## src/rtl/wordswap_in.sv

```systemverilog
module wordswap_in #(
  parameter int W = 32
) (
  input  logic         clk,
  input  logic         rst_n,
  input  logic         msg_start,
  input  logic [1:0]   fmt_sel,
  input  logic         in_valid,
  input  logic [W-1:0] in_data,
  output logic         in_ready,
  output logic         out_valid,
  output logic [W-1:0] out_data,
  input  logic         out_ready
);
  localparam int HW = W / 2;
  localparam int NB = W / 8;

  logic [1:0]   fmt_q;
  logic [1:0]   fmt_eff;
  logic [W-1:0] half_sw, byte_sw, bit_sw, swapped;
  logic         take;

  assign fmt_eff  = msg_start ? fmt_sel : fmt_q;
  assign in_ready = !out_valid || out_ready;
  assign take     = in_valid && in_ready;
  assign half_sw  = {in_data[HW-1:0], in_data[W-1:HW]};

  for (genvar b = 0; b < NB; b++) begin : g_byte
    assign byte_sw[8*b +: 8] = in_data[8*(NB-1-b) +: 8];
  end
  for (genvar i = 0; i < W; i++) begin : g_bit
    assign bit_sw[i] = in_data[W-1-i];
  end

  always_comb begin
    case (fmt_eff)
      2'b01:   swapped = half_sw;
      2'b10:   swapped = byte_sw;
      2'b11:   swapped = bit_sw;
      default: swapped = in_data;
    endcase
  end

  always_ff @(posedge clk or negedge rst_n) begin
    if (!rst_n)         fmt_q <= 2'b00;
    else if (msg_start) fmt_q <= fmt_sel;
  end

  always_ff @(posedge clk or negedge rst_n) begin
    if (!rst_n) begin
      out_valid <= 1'b0;
      out_data  <= '0;
    end else if (take) begin
      out_valid <= 1'b1;
      out_data  <= swapped;
    end else if (out_ready) begin
      out_valid <= 1'b0;
    end
  end

  a_r6_capture_fmt: assert property (@(posedge clk) disable iff (!rst_n)
    msg_start |=> fmt_q == $past(fmt_sel));
  a_r7_fmt_hold: assert property (@(posedge clk) disable iff (!rst_n)
    !msg_start |=> $stable(fmt_q));
  a_r8_one_cycle: assert property (@(posedge clk) disable iff (!rst_n)
    in_valid && in_ready |=> out_valid);
  a_r9_hold_data: assert property (@(posedge clk) disable iff (!rst_n)
    out_valid && !out_ready |=> out_valid && $stable(out_data));
  a_r9_stall_in: assert property (@(posedge clk) disable iff (!rst_n)
    out_valid && !out_ready |-> !in_ready);
  a_r5_bit_rev: assert property (@(posedge clk) disable iff (!rst_n)
    in_valid && in_ready && fmt_eff == 2'b11 |=> out_data == {<<{$past(in_data)}});
  a_r1_reset_idle: assert property (@(posedge clk)
    !rst_n |-> !out_valid && in_ready);
endmodule

```

## config.mk

```make
export PLATFORM = sky130hd
export DESIGN_NAME = wordswap_in
export DESIGN_NICKNAME = d
export VERILOG_FILES = /design/src/rtl/wordswap_in.sv
export SDC_FILE = /design/constraint.sdc
export NUM_CORES = 1
export LEC_CHECK = 0
export CAP_MARGIN = 10
export CORE_MARGIN = 10
export CORE_UTILIZATION = 51
export DETAILED_ROUTE_END_ITERATION = 8
export PLACE_DENSITY = 0.91
export SYNTH_ARGS = -nofsm -noshare
export SYNTH_HDL_FRONTEND = slang
export SYNTH_SLANG_ARGS = --single-unit
```

## constraint.sdc

```tcl
create_clock -name clk -period 4.4 [get_ports clk]
set_input_delay 0.44 -clock clk [delete_from_list [all_inputs] [get_ports clk]]
set_output_delay 0.44 -clock clk [all_outputs]
set_load 0.01 [all_outputs]
```

==> results.md <==
* Relative slew slack at between 20% and 30%
* Tightest Pin Transition at around 1.1 ns
* Setup_tns at 0 ns
* Port bufs at 72
* Diodes inserted at 0
* Final hold vios at 0
* Mapped Nets at approximately 380
* Worst skew pair latency at approximately 0.29 ns
* Setup crit end kind: flop
* Tcrit/Tclk final at between 60 and 70%
* First-pass GRT wire length at 15000 um
* Most numerous cell in the Yosys netlist: a21oi_1
* Routed length per placed instance at 19.6 um
* Total Nets Final at 428
* Num rows at 26
* Core area at between 5000 and 6000 sq um
* Gr usage total at about a fifth
* Slack of the critical path at 1.72 ns
* Initial DRC Count at about 370
* Final slew viol count at 0
* Final min period at around 2.7 ns
* Placer congestion estimate at approximately 0.90
* Initial antenna violation count at 0
* CP max FO at 19
* Largest net degree at the start of global routing at 57
* Initial core utilization at 52.5%
* Worst path slowest cell: clkdlybuf4s50_1
* RSZ-0062 raised after global routing: false
* PostCTS Resize Cnt at 0
* Post-synth top area cell: dfrtp_1
* Crit path arrival time at 2.86 ns
* Critical path required time at around 4.6 ns
* Status: finished clean
* Leak Pwr at between 1 and 1.5 nW
* Top post-synthesis cells by area: dfrtp_1, a21oi_1, a221oi_1, a22oi_1, nand2_1
* Final setup fails at 0
* Worst-path cell chain: clkdlybuf4s50_1 -> buf_4 -> and2b_1 -> a22o_1 -> a221oi_1 -> o21ai_1
* Worst Skew at approximately 0.011 ns
* Via total after detailed routing at between 3000 and 4000
* Post-Synthesis Cells at between 300 and 400
* Max-Cap Viols at 0
* Clk sinks at 35
* Maximum vdd drop at around 160 uV
* Seq/Total Area, Yosys at between 30% and 40%
* DRC violations left at 0
* WS Path Type: in2reg
* Width of the chip at 92.3 um
* DIE AREA at 8510 sq um
* Post-synth EDFFs at 0
* DP Worst Slack at 1.46 ns
* DR vias/cell at 6.75
* Layout cell share with drive strength beyond 1 at under 10%
* GRT overflow at 0
* Root buf cell: clkbuf_8
* CTS tree: yes
* Max stage delay on crit path at 0.88 ns
* Post-synth ARST share at between 90% and 100%
* Yosys reg bits at 35
* Detailed Routing Iterations Pass 1 at 5
* Area growth, synth to finish at 28.0%
* Max Buffers Root-to-Sink at 2
* Peak Freq at 0.373 GHz
* Syn Area/Cell at 7.76 sq um
* ANT nets after route at 0
* Final HPWL DP at approximately 6100 um
* Number of global-route vias before repair at 3009
* # IOs at 73
* CTS Hold Bufs at 0
* Worst hold path class: reg2reg
* PwrDens at 313 nW/um^2
* H-Tree Level Count at 2
* Post-synth top flop: dfrtp_1
* Cell variety after synth at 38
* YS warnings at 0
* DIE HEIGHT at between 90 and 100 um
* Fillers at 446
* Synth top cells by count: a21oi_1, nand2_1, dfrtp_1, inv_1, o21ai_0
* Synth top area share at roughly 33%
* Mapped Area at about 2700 sq um
* CTS clock-pin slew for the worst setup and hold paths at 0.07 ns
* Setup bufs post-CTS at 0
* CP Launch Type: input pin
* Final wirelength at around 9000 um
* Total CTS buffers at 5
## logic make-up after synthesis
logic type / Yosys count / synth area share (%)
buffers and inverters: 65 / 10.8
multiplexers: 1 / 0.423
AO/OA/AOI/OAI: 181 / 45.5
AND/OR/NAND/NOR: 61 / 10.4
flip-flops: 35 / 32.9
## final timing paths
path,start,to,slack (ns),cells past startpoint
max reg2reg,fmt_q[1],out_data[1],2.08,5
min in group asynchronous,rst_n,fmt_q[1],0.56,2
max in group asynchronous,rst_n,out_data[17],3.49,2
max,fmt_sel[0],out_data[26],1.72,6
min reg2reg,out_data[7],out_data[7],0.48,2
min,out_data[7],out_data[7],0.48,2
## area by class of cell
| cell class | count | area (sq um) | share of cell area (%) |
|---|---|---|---|
| Clock buffer | 7 | 76.3 | 2.24 |
| Clock inverter | 1 | 5.00 | 0.147 |
| Inverter | 25 | 93.8 | 2.75 |
| Multi-Input combinational cell | 243 | 1500 | 44.0 |
| Sequential cell | 35 | 876 | 25.7 |
| Tap cell | 70 | 87.6 | 2.57 |
| Timing Repair Buffer | 79 | 768 | 22.5 |
## report_power, final
group	leakage, nW	total [mW]	internal (mW)	switching (mW)
Clock	0.0422	0.229	0.111	0.118
Sequential	0.425	0.406	0.375	0.0308
Combinational	0.899	0.431	0.204	0.228
## flip-flops by register name, summed over array words and instances, names as in the netlist
signal / cells
out_data: 32
fmt_q: 2
out_valid: 1
## metal layers
| layer | vias up | global-route usage, % | share of wire, % |
|---|---|---|---|
| met5 | - | 0 | 0 |
| met4 | 0 | 8.87 | 3.4 |
| met3 | 36 | 5.05 | 9.8 |
| met2 | 213 | 34.3 | 47 |
| met1 | 1464 | 25.5 | 40 |
| li1 | 1394 | - | - |
## worst max-delay path: cells and delay by family
kind	cells	cell delay, ns
buffers and inverters	2	1.20
AO/OA/AOI/OAI	3	0.98
AND/OR/NAND/NOR	1	0.22
## placed cells by master (no fill, tap or decap), types with 2 or more instances in the layout
cell type,count
o21ai_1,16
nand2b_1,3
inv_1,25
o221a_2,2
o21ai_0,25
o31ai_1,2
a32oi_1,4
a211oi_1,16
nand2_1,39
a22oi_1,23
buf_4,7
nand3_1,9
o211ai_1,10
a221oi_1,22
o22ai_1,3
and2_1,2
nor2_1,2
a31oi_1,2
clkbuf_8,5
clkdlybuf4s50_1,71
o21ai_2,2
a21oi_1,40
clkbuf_1,2
o221ai_1,9
dfrtp_1,35
## metrics by stage
step | cells | util [%] | cell area, sq um | total power, mW | hold slack [ns]
final | 460 | 67.1 | 3410 | 1.07 | 0.481
after global routing | 460 | 67.1 | 3410 | 1.13 | 0.518
after CTS | 460 | 67.1 | 3410 | 1.07 | 0.485
after detailed placement | 452 | 65.5 | 3330 | 0.840 | 0.470
after global placement | 452 | 65.5 | 3330 | 0.827 | 0.469
after floorplan | 343 | - | 2660 | 0.632 | 0.144
Power figures use the tool's default switching activity.
